$ cat src/rtl/ddr3_init_pkg.sv
package ddr3_init_pkg;

  localparam int WORD_W    = 32;
  localparam int MR_W      = 13;
  localparam int START_BIT = 31;
  localparam int RANK0_BIT = 20;
  localparam int RANK1_BIT = 21;
  localparam int MRNUM_LSB = 17;
  localparam int DATA_LSB  = 4;
  localparam int N_STEPS   = 7;

  localparam logic [3:0] OP_DESEL = 4'd0;
  localparam logic [3:0] OP_PREA  = 4'd1;
  localparam logic [3:0] OP_MRS   = 4'd3;
  localparam logic [3:0] OP_ZQCL  = 4'd5;

  typedef enum logic [2:0] {
    ST_IDLE,
    ST_PWR,
    ST_ISSUE,
    ST_HOLD,
    ST_GAP
  } seq_state_e;

  function automatic logic [WORD_W-1:0] mk_cmd(input logic [3:0] op,
                                               input logic [1:0] mrn,
                                               input logic [MR_W-1:0] data);
    logic [WORD_W-1:0] w;
    w = '0;
    w[START_BIT] = 1'b1;
    w[RANK0_BIT] = 1'b1;
    w[RANK1_BIT] = 1'b1;
    w[MRNUM_LSB +: 2] = mrn;
    w[DATA_LSB +: MR_W] = data;
    w[3:0] = op;
    return w;
  endfunction

endpackage

$ cat src/rtl/ddr3_mr_encode.sv
module ddr3_mr_encode
  import ddr3_init_pkg::*;
(
  input  logic [3:0]      cl,
  input  logic [3:0]      cwl,
  input  logic [4:0]      twr,
  output logic [MR_W-1:0] mr0,
  output logic [MR_W-1:0] mr1,
  output logic [MR_W-1:0] mr2,
  output logic [MR_W-1:0] mr3
);

  logic [5:0] twr_even;
  logic [2:0] wr_code;
  logic [3:0] cl_code;
  logic [3:0] cwl_code;

  always_comb begin
    if (twr > 5'd8) twr_even = ({1'b0, twr} + 6'd1) & 6'b111110;
    else            twr_even = {1'b0, twr};
    if (twr_even <= 6'd8) wr_code = 3'(twr_even - 6'd4);
    else                  wr_code = twr_even[3:1];
    cl_code  = cl - 4'd4;
    cwl_code = cwl - 4'd5;

    mr0 = '0;
    mr0[11:9] = wr_code;
    mr0[8]    = 1'b1;
    mr0[6:4]  = cl_code[2:0];
    mr0[2]    = cl_code[3];

    mr1 = '0;
    mr1[6] = 1'b1;

    mr2 = '0;
    mr2[5:3] = cwl_code[2:0];

    mr3 = '0;
  end

  always_comb begin
    a_r10_mr0_fixed_bits: assert (mr0[8] && mr0[1:0] == 2'b00 && mr3 == '0);
  end

endmodule

$ cat src/rtl/ddr3_cmd_reg.sv
module ddr3_cmd_reg
  import ddr3_init_pkg::*;
(
  input  logic              clk,
  input  logic              rst_n,
  input  logic              load,
  input  logic [WORD_W-1:0] word_in,
  input  logic              ack,
  output logic [WORD_W-1:0] word_q,
  output logic              pending
);

  logic [WORD_W-1:0] word_d;
  logic              word_en;

  assign pending = word_q[START_BIT];

  always_comb begin
    word_en = 1'b0;
    word_d  = word_q;
    if (load && !pending) begin
      word_en = 1'b1;
      word_d  = word_in;
    end else if (ack && pending) begin
      word_en = 1'b1;
      word_d[START_BIT] = 1'b0;
    end
  end

  always_ff @(posedge clk or negedge rst_n) begin
    if (!rst_n)       word_q <= '0;
    else if (word_en) word_q <= word_d;
  end

  // the flag clears right after acceptance
  a_r6_flag_clears: assert property (@(posedge clk) disable iff (!rst_n)
    pending && ack |=> !pending);
  // an outstanding word does not change
  a_r6_word_stable: assert property (@(posedge clk) disable iff (!rst_n)
    pending && !ack |=> $stable(word_q));

endmodule

$ cat src/rtl/ddr3_seq_timer.sv
module ddr3_seq_timer #(
  parameter int W = 8
) (
  input  logic         clk,
  input  logic         rst_n,
  input  logic         clr,
  input  logic         en,
  output logic [W-1:0] cnt
);

  logic [W-1:0] cnt_d;
  logic         cnt_en;

  always_comb begin
    cnt_en = clr || en;
    cnt_d  = clr ? '0 : cnt + W'(1);
  end

  always_ff @(posedge clk or negedge rst_n) begin
    if (!rst_n)      cnt <= '0;
    else if (cnt_en) cnt <= cnt_d;
  end

endmodule

$ cat src/rtl/ddr3_init_seq.sv
module ddr3_init_seq
  import ddr3_init_pkg::*;
#(
  parameter int GAP_W       = 8,
  parameter int PWR_TIMEOUT = 200
) (
  input  logic              clk,
  input  logic              rst_n,
  input  logic              start_i,
  input  logic [3:0]        cl_i,
  input  logic [3:0]        cwl_i,
  input  logic [4:0]        twr_i,
  input  logic [GAP_W-1:0]  gap_i,
  output logic              pwr_start_o,
  input  logic              pwr_done_i,
  output logic [WORD_W-1:0] cmd_word_o,
  input  logic              cmd_ack_i,
  output logic              busy_o,
  output logic              done_o,
  output logic              err_o
);

  localparam int TMR_MAX  = (PWR_TIMEOUT > (1 << GAP_W)) ? PWR_TIMEOUT : (1 << GAP_W);
  localparam int TMR_W    = $clog2(TMR_MAX + 1);
  localparam int STEP_W   = $clog2(N_STEPS);
  localparam logic [STEP_W-1:0] LAST_STEP = STEP_W'(N_STEPS - 1);

  // reset: asynchronous assert, synchronous release
  logic rst_meta, rst_s_n;
  always_ff @(posedge clk or negedge rst_n) begin
    if (!rst_n) begin
      rst_meta <= 1'b0;
      rst_s_n  <= 1'b0;
    end else begin
      rst_meta <= 1'b1;
      rst_s_n  <= rst_meta;
    end
  end

  seq_state_e        state_q, state_d;
  logic [STEP_W-1:0] step_q, step_d;
  logic              done_q, done_d;
  logic              err_q, err_d;
  logic              cfg_en;
  logic [3:0]        cl_q, cwl_q;
  logic [4:0]        twr_q;
  logic [GAP_W-1:0]  gap_q;
  logic              tmr_clr, tmr_en;
  logic [TMR_W-1:0]  tmr_cnt;
  logic              ld, pending;
  logic [WORD_W-1:0] word_next;
  logic [MR_W-1:0]   mr0, mr1, mr2, mr3;

  ddr3_mr_encode u_enc (
    .cl(cl_q), .cwl(cwl_q), .twr(twr_q),
    .mr0(mr0), .mr1(mr1), .mr2(mr2), .mr3(mr3)
  );

  ddr3_seq_timer #(.W(TMR_W)) u_tmr (
    .clk(clk), .rst_n(rst_s_n), .clr(tmr_clr), .en(tmr_en), .cnt(tmr_cnt)
  );

  ddr3_cmd_reg u_cmd (
    .clk(clk), .rst_n(rst_s_n), .load(ld), .word_in(word_next),
    .ack(cmd_ack_i), .word_q(cmd_word_o), .pending(pending)
  );

  always_comb begin
    case (step_q)
      3'd0:    word_next = mk_cmd(OP_DESEL, 2'd0, '0);
      3'd1:    word_next = mk_cmd(OP_PREA,  2'd0, '0);
      3'd2:    word_next = mk_cmd(OP_MRS,   2'd2, mr2);
      3'd3:    word_next = mk_cmd(OP_MRS,   2'd3, mr3);
      3'd4:    word_next = mk_cmd(OP_MRS,   2'd1, mr1);
      3'd5:    word_next = mk_cmd(OP_MRS,   2'd0, mr0);
      default: word_next = mk_cmd(OP_ZQCL,  2'd0, '0);
    endcase
  end

  always_comb begin
    state_d = state_q;
    step_d  = step_q;
    done_d  = 1'b0;
    err_d   = err_q;
    cfg_en  = 1'b0;
    tmr_clr = 1'b0;
    tmr_en  = 1'b0;
    ld      = 1'b0;
    case (state_q)
      ST_IDLE: if (start_i) begin
        state_d = ST_PWR;
        step_d  = '0;
        err_d   = 1'b0;
        cfg_en  = 1'b1;
        tmr_clr = 1'b1;
      end
      ST_PWR: begin
        if (pwr_done_i) state_d = ST_ISSUE;
        else if (tmr_cnt == TMR_W'(PWR_TIMEOUT - 1)) begin
          state_d = ST_IDLE;
          err_d   = 1'b1;
        end else tmr_en = 1'b1;
      end
      ST_ISSUE: begin
        ld      = 1'b1;
        state_d = ST_HOLD;
      end
      ST_HOLD: if (cmd_ack_i && pending) begin
        if (step_q == LAST_STEP) begin
          state_d = ST_IDLE;
          done_d  = 1'b1;
        end else if (step_q == '0) begin
          state_d = ST_GAP;
          step_d  = step_q + STEP_W'(1);
          tmr_clr = 1'b1;
        end else begin
          state_d = ST_ISSUE;
          step_d  = step_q + STEP_W'(1);
        end
      end
      ST_GAP: begin
        if (tmr_cnt >= TMR_W'(gap_q)) state_d = ST_ISSUE;
        else tmr_en = 1'b1;
      end
      default: state_d = ST_IDLE;
    endcase
  end

  always_ff @(posedge clk or negedge rst_s_n) begin
    if (!rst_s_n) begin
      state_q <= ST_IDLE;
      step_q  <= '0;
      done_q  <= 1'b0;
      err_q   <= 1'b0;
    end else begin
      state_q <= state_d;
      step_q  <= step_d;
      done_q  <= done_d;
      err_q   <= err_d;
    end
  end

  always_ff @(posedge clk or negedge rst_s_n) begin
    if (!rst_s_n) begin
      cl_q  <= '0;
      cwl_q <= '0;
      twr_q <= '0;
      gap_q <= '0;
    end else if (cfg_en) begin
      cl_q  <= cl_i;
      cwl_q <= cwl_i;
      twr_q <= twr_i;
      gap_q <= gap_i;
    end
  end

  assign busy_o      = (state_q != ST_IDLE);
  assign pwr_start_o = (state_q == ST_PWR);
  assign done_o      = done_q;
  assign err_o       = err_q;

  // leaving busy always reports completion or timeout
  a_r12_end_reported: assert property (@(posedge clk) disable iff (!rst_s_n)
    $fell(busy_o) |-> (done_o || err_o));
  // completion is a single-cycle pulse
  a_r12_done_pulse: assert property (@(posedge clk) disable iff (!rst_s_n)
    done_o |=> !done_o);
  // no command is outstanding while power-up is pending
  a_r3_no_cmd_in_pwr: assert property (@(posedge clk) disable iff (!rst_s_n)
    pwr_start_o |-> !cmd_word_o[START_BIT]);
  // a timeout never coincides with completion
  a_r3_err_excl_done: assert property (@(posedge clk) disable iff (!rst_s_n)
    !(done_o && err_o));
  // a start accepted in idle enters power-up
  a_r2_start_enters_pwr: assert property (@(posedge clk) disable iff (!rst_s_n)
    start_i && !busy_o |=> pwr_start_o);

endmodule

$ cat config.mk
export PLATFORM = sky130hd
export DESIGN_NAME = ddr3_init_seq
export DESIGN_NICKNAME = d
export VERILOG_FILES = /design/src/rtl/ddr3_init_pkg.sv /design/src/rtl/ddr3_mr_encode.sv /design/src/rtl/ddr3_cmd_reg.sv /design/src/rtl/ddr3_seq_timer.sv /design/src/rtl/ddr3_init_seq.sv
export SDC_FILE = /design/constraint.sdc
export NUM_CORES = 1
export LEC_CHECK = 0
export BUFFER_PORTS_ARGS = -buffer_cell sky130_fd_sc_hd__buf_2
export CORE_MARGIN = 2
export CORE_UTILIZATION = 35
export CTS_CLUSTER_DIAMETER = 150
export DETAILED_ROUTE_END_ITERATION = 8
export GPL_TIMING_DRIVEN = 0
export PLACE_DENSITY = 0.62
export SLEW_MARGIN = 10
export SYNTH_ARGS = -nofsm -noshare
export SYNTH_HDL_FRONTEND = slang
export SYNTH_SLANG_ARGS = --single-unit
$ cat constraint.sdc
create_clock -name clk -period 4.1 [get_ports clk]
set_input_delay 0.82 -clock clk [delete_from_list [all_inputs] [get_ports clk]]
set_output_delay 0.82 -clock clk [all_outputs]
set_load 0.005 [all_outputs]
* Word level (Yosys, flattened, before mapping)
Cells that the tools add are included.
Cells by class: reductions and logical operators 15, mux-type cells 38, equal/unequal tests 18, $add $sub $neg 6, $lt $le $gt $ge 3
Operator list (number):
- $pmux 19 s6 | 1
- $mux 3 | 11
- $mux 1 | 19
- $pmux 3 s5 | 1
- $eq 3x2->1 const B | 4
- $eq 3x3->1 const B | 4
- $reduce_and 4->1 | 3
- $ne 2x2->1 const B | 5
- $add 9x1->9 const B | 1
- $eq 9x8->1 const B | 1
- $ge 9x8->1 | 1
- $mux 9 | 1
- $add 5x1->6 const B | 1
- $eq 3x1->1 const B | 2
- $le 6x4->1 const B | 1
- $logic_not 3->1 | 2
- $mux 6 | 1
- $pmux 1 s2 | 3
- $pmux 3 s2 | 1
- $reduce_bool 2->1 | 3
- $sub 3x3->3 const B | 2
- $gt 5x4->1 const B | 1
- $reduce_and 2->1 | 2
- $sub 4x3->4 const B | 1
- 7 further kinds | 8
Word-level totals: output and inout bits 36, bits in registers 71, logic and storage cells 93, input port bits 26

* Longest topological paths before layout
Gate-level depths: netlist of the first run.
depth in word-level cells 6, gate-level depth with buffers 7, depth with buffers taken out 7

* Cells and area by module
A second synthesis of the first run with hierarchy kept.
Unflattened totals: cells, all modules 424, area, all modules 4326.6 µm²
By module, submodules not included:
- ddr3_init_seq | area each 1963.1 µm², sequential area each 775.7 µm², cells an instance 234, instances 1
- ddr3_cmd_reg | area each 1356.3 µm², sequential area each 800.8 µm², cells an instance 71, instances 1
- ddr3_mr_encode | area each 548.0 µm², sequential area each 0.0 µm², cells an instance 76, instances 1
- ddr3_seq_timer | area each 459.2 µm², sequential area each 225.2 µm², cells an instance 43, instances 1

* Worst setup path before layout of the first run
Ideal clock, no wire load.
path type input -> register, start input port pwr_done_i, end register state_q[0], data required time 3975 ps, stages 5, setup time 125 ps, setup slack 2279 ps, arrival 1696 ps, cell sequence nor4b_2 > o21ai_2 > o21ai_2 > a21o_1 > mux2_4
On the way: word-level cells in the longest chain between the ends 2
Ends and longest elaborated chain:
- start: declaration | RTL line ddr3_init_seq.sv:15 | input logic pwr_done_i,
- $mux 3 or $ne 3x1->1 (tied branches)
- $pmux 3 s5 or $reduce_and 4->1 (tied branches)
- end signal: assignment | RTL line ddr3_init_seq.sv:136 | state_q <= state_d;
- end: declaration | RTL line ddr3_init_seq.sv:40 | seq_state_e state_q, state_d;
Parallel ways exist; a longest one is shown, timed or not. A chain may end at the register's enable or synchronous reset.

* Worst setup path in the final report of the first run
start register state_q[0], end output port pwr_start_o
On the way: word-level cells in the longest chain between the ends 1
Ends and longest elaborated chain:
- $eq 3x1->1 | RTL line ddr3_init_seq.sv:158 | assign pwr_start_o = (state_q == ST_PWR);
- end: declaration | RTL line ddr3_init_seq.sv:14 | output logic pwr_start_o,
No other way between the ends.

==> impl_metrics.ini, run 1 <==
[synthesis]
synth_top_family_by_area = simple AND/OR/NAND/NOR gates
synth-compound-area-share_pct = 15.0
yosysSeqAreaShare_pct = 45.7
yosys.area.top_type = dfrtp_1
synth_fa_ha_area_share_pct = 7.07
synthesis.area_sq_um = 3010
synth-simple-area-share_pct = 15.6
yosys.cell_types.count = 47
synth.area.top_cells = dfrtp_1, ha_1, nand2_1
postSynthCellCount = 311
synth_xor_area_share_pct = 0.582
ys_ff_latch = 55
ys_warn_count = 0
avgSynthCellArea_sq_um = 9.68
synth_top_area_share_pct = 45.7
synth.area.mux_share_pct = 7.19

[global_routing]
grt_pass1_vias = 2284
grt_antenna_before_repair = 0
track_usage_pct = 14.3
grt_pass1_wl_microns = 11000
grt_overflow = 0
grt_max_degree = 38

[clock_network]
cts_setup_buffers = 0
h-tree-depth = 2
tritoncts = built
cts_root_buf = clkbuf_8
cts_sinks = 55
cts_buffer_depth = 2
clk_pin_slew_ns = 0.11
insertion_delay_ns = 0.32
ctsResizeCount = 0
cts_hold_buf = 0
cts_buffers = 5

[critical_path]
r2r_start = u_tmr.cnt[2]
worstSetupEndpoint = pwr_start_o
reg2reg_to = state_q[0]
critPathRequiredTime_ns = 3.28
crit_start = state_q[0]
crit_fanout = 10
worstRegToRegCells = 6
path_class = register to output pin
start_kind = register
critPathCaptureType = output pin
arrival_ns = 1.43
r2r_setup_slack_ns = 1.88

[layout]
multi_input_area_sq_um = 1430
final_core_util_pct = 43.0
nNetsFinal = 421
n_antenna_cell = 0
area_delta_synth_final_pct = 18.0
finalInstanceArea_sq_um = 3550
fillCellCount = 834
regArea_sq_um = 1380
drive_gt1_share_pct = 25.1

[sta]
fin_setup_tns_ns = 0
slew_headroom_pct = 56.8
period_share_pct = 54.8
slew_violations = 0
rsz0062_at_grt = no
fin_skew_ns = 0.0120
finalHoldViolCount = 0
period_minus_slack_ns = 2.25
max_slew.worst_pin.slew_ns = 0.646
fmax_mhz = 445
setup-violations-final = 0

[floorplan]
core_sq_um = 8260
row_count = 33
start_util_pct = 36.5
ios = 62
die-area_sq_um = 9360
die_w_microns = 96.7
fp.dieH_microns = 96.7

[outcome]
status = finished clean

[drt]
first_pass_iters = 4
wl_per_cell_microns = 13.4
drt_wl_total_microns = 6490
via_per_inst = 4.95
antenna_left = 0
drc = 0
dr_total_vias = 2397
drt-initial-drc-count = 168

[place]
dpl.hpwl_microns = 4810
placed_area_sq_um = 3440
io_buffers = 45
gp_congestion = 0.923

[power]
total_leakage_power_nw = 1.80
max-vdd-ir-drop_mv = 0.206
p_per_area_nw_per_um2 = 609

[worst_hold_path]
hold_class = register to asynchronous set/reset pin

[flow_run]
drv_cap = 0
==> logic make-up after synthesis <==
kind of cell | Yosys count
multiplexers | 20
buffers and inverters | 49
AO/OA/AOI/OAI | 70
XOR/XNOR | 2
AND/OR/NAND/NOR | 96
other | 2
adder cells (fa/ha/maj) | 17
flip-flops | 55
==> cells in the mapped netlist, drive strengths merged <==
cell	count
a21o	4
o31ai	6
a32o	1
a21boi	2
inv	22
o221ai	1
a32oi	1
clkbuf	3
o21ai	24
o21a	2
dfrtp	55
xnor2	1
nor3b	1
and2	3
mux2i	10
a22oi	1
or3	4
and3	6
nor4b	1
or4	1
buf	24
o211ai	2
nor2b	6
mux2	10
nor4	1
nand3	5
a21oi	11
nor2	13
nor3	7
o32a	1
o32ai	1
nand3b	1
a22o	2
o311ai	2
nand2b	5
xor2	1
ha	17
nand4	1
conb	2
a31oi	7
nand2	41
o22ai	2
==> worst max-delay path, stage by stage (launching register included) <==
cell     delay [ns]
dfrtp_1        0.40
buf_2          0.21
nor3b_1        0.33
buf_2          0.18
==> stage by stage <==
step	hold slack, ns	setup slack, ns	std cells	power (W)
global route	0.236	1.72	484	0.00235
finish	0.193	1.85	484	0.00216
floorplan	0.331	2.28	325	0.00153
CTS	0.212	1.82	484	0.00218
detailed placement	0.208	1.92	476	0.00180
global placement	0.338	1.78	475	0.00177
==> flip-flops by register name, indices dropped and copies added (netlist names) <==
signal / count
u_cmd.word_q: 16
u_tmr.cnt: 9
gap_q: 8
twr_q: 5
cl_q: 4
cwl_q: 3
state_q: 3
step_q: 3
done_o: 1
err_o: 1
rst_meta: 1
rst_s_n: 1
==> layout by cell type, fill, tap and decap left out, drive strengths merged, types with 2 or more instances in the layout <==
cell type and n:
a21boi 2, a21o 4, a21oi 11, a22o 2, a31oi 7, and2 3, and3 6, buf 70
clkbuf 9, conb 16, dfrtp 55, ha 17, inv 23, mux2 10, mux2i 10, nand2 41
nand2b 5, nand3 5, nor2 13, nor2b 6, nor3 7, o211ai 2, o21a 2, o21ai 24
o22ai 2, o311ai 2, o31ai 6, or3 4
==> cell type report <==
cell class | count | share of cell area [%]
Inverter | 22 | 2.32
Clock inverter | 2 | 1.09
Sequential cell | 55 | 38.8
Buffer | 27 | 4.97
Multi-Input combinational cell | 221 | 40.2
Tap cell | 105 | 3.70
Timing Repair Buffer | 46 | 6.90
Clock buffer | 6 | 2.04
==> worst min-delay path by stage <==
stage	cells past startpoint	endpoint	startpoint	slack, ns
after CTS	0	twr_q[4]	rst_s_n	0.21
after global placement	0	rst_s_n	rst_meta	0.34
after global routing	0	twr_q[4]	rst_s_n	0.24
after floorplan	0	rst_s_n	rst_meta	0.33
final	0	twr_q[4]	rst_s_n	0.19
after detailed placement	0	gap_q[1]	rst_s_n	0.21
==> per-layer routing <==
metal  GRT usage (%)  vias to the layer above  wire length, microns
met5               0                        -                     0
met4            4.33                        0                   132
met3            3.03                       13                   399
met2            23.2                       70                  2930
met1            19.1                     1127                  3030
li1                -                     1187                     -
==> where the power goes <==
| group | internal, W | leakage (nW) | switching, W |
|---|---|---|---|
| Clock | 0.000185 | 0.0558 | 0.000188 |
| Sequential | 0.000717 | 0.700 | 0.000128 |
| Combinational | 0.000409 | 1.04 | 0.000537 |
| Total | 0.00131 | 1.80 | 0.000853 |
(Power assumes the default switching activity.)
==> run 2, diff against run 1 <==
ABC_AREA = 1   (was default)
clock period = 2.3 ns   (was 4.1 ns; I/O delays follow)
==> impl_metrics.ini, run 2 <==
[sta]
finalHoldViolCount = 0
fmax_mhz = 521
rsz0062_at_grt = no
period_minus_slack_ns = 1.92
fin_setup_tns_ns = 0
fin_skew_ns = 0.00653
setup-violations-final = 0
period_share_pct = 83.5
slew_violations = 0

[synthesis]
yosysSeqAreaShare_pct = 44.4
synth_top_area_share_pct = 44.4
yosys.cell_types.count = 42
synthesis.area_sq_um = 3100
synth_edf_count = 0
async_reset_ff_share_pct = 100
synth.area.top_cells = dfrtp_1, nand2_1, ha_1
postSynthCellCount = 368
yosys.area.top_type = dfrtp_1
yosys-top-cells-count = nand2_1, dfrtp_1, inv_1, o21ai_0, nand3_1
ys_ff_latch = 55
yosysMostFrequentCell = nand2_1
avgSynthCellArea_sq_um = 8.42
synthFlopType = dfrtp_1
ys_warn_count = 0

[flow_run]
drv_cap = 0

[critical_path]
critPathRequiredTime_ns = 2.51
reg2reg_to = state_q[2]
arrival_ns = 2.13
crit_fanout = 10
worstRegToRegCells = 10
start_kind = register
critPathSlowestCell = dfrtp_1
path_class = register to register
slowest_delay_ns = 0.47
crit_start = u_tmr.cnt[4]
r2r_setup_slack_ns = 0.38
crit_path_frequent_cell = nand2_1
critPathCaptureType = register
path_cells = ha_1, nand2_1, inv_1, nand2_1, nand2_1, a21oi_1, nand4_4, buf_2, nand4_1, nand2_1
worstSetupEndpoint = state_q[2]
r2r_start = u_tmr.cnt[4]

[layout]
final_cell_mix = nand2_1, dfrtp_1, buf_2
n_antenna_cell = 0
drive_gt1_share_pct = 22.4
largest_reg_flops = 16
fillCellCount = 909
largest_registers = u_cmd.word_q x16, u_tmr.cnt x9, gap_q x8
finalInstanceArea_sq_um = 3630
area_delta_synth_final_pct = 17.3
stdcell_count = 545
final_common_cell = nand2_1
top_register = u_cmd.word_q
nNetsFinal = 479

[drt]
first_pass_iters = 4
drt-initial-drc-count = 66
antenna_left = 0
wl_per_cell_microns = 12.1
drc = 0
drt_wl_total_microns = 6580
via_per_inst = 4.56
dr_total_vias = 2483

[global_routing]
grt_max_degree = 34
grt_pass1_vias = 2431
grt_pass1_wl_microns = 11200
grt_overflow = 0
grt_antenna_before_repair = 0
track_usage_pct = 14.2

[outcome]
status = finished clean

[clock_network]
insertion_delay_ns = 0.32
h-tree-depth = 2
cts_buffer_depth = 2
cts_root_buf = clkbuf_8
cts_setup_buffers = 0
cts_buffers = 5
tritoncts = built
clk_pin_slew_ns = 0.11
cts_sinks = 55

[floorplan]
fp.dieH_microns = 98.1
core_sq_um = 8640
ios = 62
row_count = 34
die-area_sq_um = 9620
start_util_pct = 35.9
die_w_microns = 98.1

[power]
max-vdd-ir-drop_mv = 0.341
total_leakage_power_nw = 2.00
p_per_area_nw_per_um2 = 967

[worst_hold_path]
hold_class = register to asynchronous set/reset pin

[place]
dpl.hpwl_microns = 5070
io_buffers = 45
gp_congestion = 0.818
placed_area_sq_um = 3530
placedCellCount = 536
==> run 2: cell types whose count changed in the layout (fill, tap and decap cells not counted), moves of 9 or more <==
cell	before	now
inv_1	22	37
mux2_2	9	0
mux2i_1	10	1
nand2_1	41	106
nand3_1	5	20
nand4_1	1	17
==> run 2: cells by family after synthesis <==
family / Yosys count / share of synthesized area, %
AND/OR/NAND/NOR: 172 / 25.8
buffers and inverters: 70 / 11.6
flip-flops: 55 / 44.4
AO/OA/AOI/OAI: 43 / 8.49
adder cells (fa/ha/maj): 17 / 6.87
XOR/XNOR: 8 / 2.26
other: 2 / 0.243
multiplexers: 1 / 0.323
==> run 2: metal layers <==
metal	wire length, microns	vias up	GRT usage (%)
met2	3210	38	24.4
met5	0	-	0
met4	63	0	2.56
met1	3090	1141	18.6
li1	-	1298	-
met3	221	6	3.22
==> run 2: worst min path at each step <==
stage / startpoint / end / slack, ns
3_5_place_dp: rst_n / rst_meta / 0.25
5_1_grt: rst_s_n / gap_q[3] / 0.30
6_report: rst_s_n / gap_q[3] / 0.24
2_1_floorplan: rst_n / rst_meta / 0.16
3_3_place_gp: rst_n / rst_meta / 0.25
4_1_cts: rst_s_n / gap_q[3] / 0.26
==> run 2: stage by stage <==
stage               hold WS [ns]  setup slack (ns)  total power (W)  util (%)
finish                     0.237             0.380          0.00351      42.1
global route               0.296             0.231          0.00384      42.1
CTS                        0.265             0.376          0.00356      42.1
detailed placement         0.247             0.393          0.00297      40.9
global placement           0.245           -0.0180          0.00292      40.6
floorplan                  0.164             0.601          0.00256         -
==> run 2: what timing repair did <==
item,CTS,global route
gates resized for setup,0,0
endpoints found under the setup margin,0,0
hold buffers,1,0
endpoints found under the hold margin,2,0
==> run 2: area by class of cell <==
cell class | count | area [sq um] | share of cell area [%]
sequential | 55 | 1380 | 37.9
inverter | 44 | 165 | 4.55
clock buffer | 5 | 68.8 | 1.89
timing repair buffer | 47 | 255 | 7.02
buffer | 26 | 194 | 5.34
multi-input combinational | 257 | 1410 | 38.9
tap | 108 | 135 | 3.72
clock inverter | 3 | 23.8 | 0.654
==> run 2: where the power goes <==
group | total, W | switching (W) | internal, W | leakage, nW
logic | 0.00152 | 0.000935 | 0.000583 | 1.24
clock network | 0.000577 | 0.000356 | 0.000221 | 0.0461
registers | 0.00142 | 0.000186 | 0.00123 | 0.715
==> run 2: worst max-delay path, delay by kind of cell (launching register included) <==
| kind | cells | cell delay, ns |
|---|---|---|
| flops | 1 | 0.47 |
| compound gates | 1 | 0.21 |
| fa+ha+maj | 1 | 0.34 |
| buf+inv | 2 | 0.28 |
| simple gates | 6 | 0.52 |
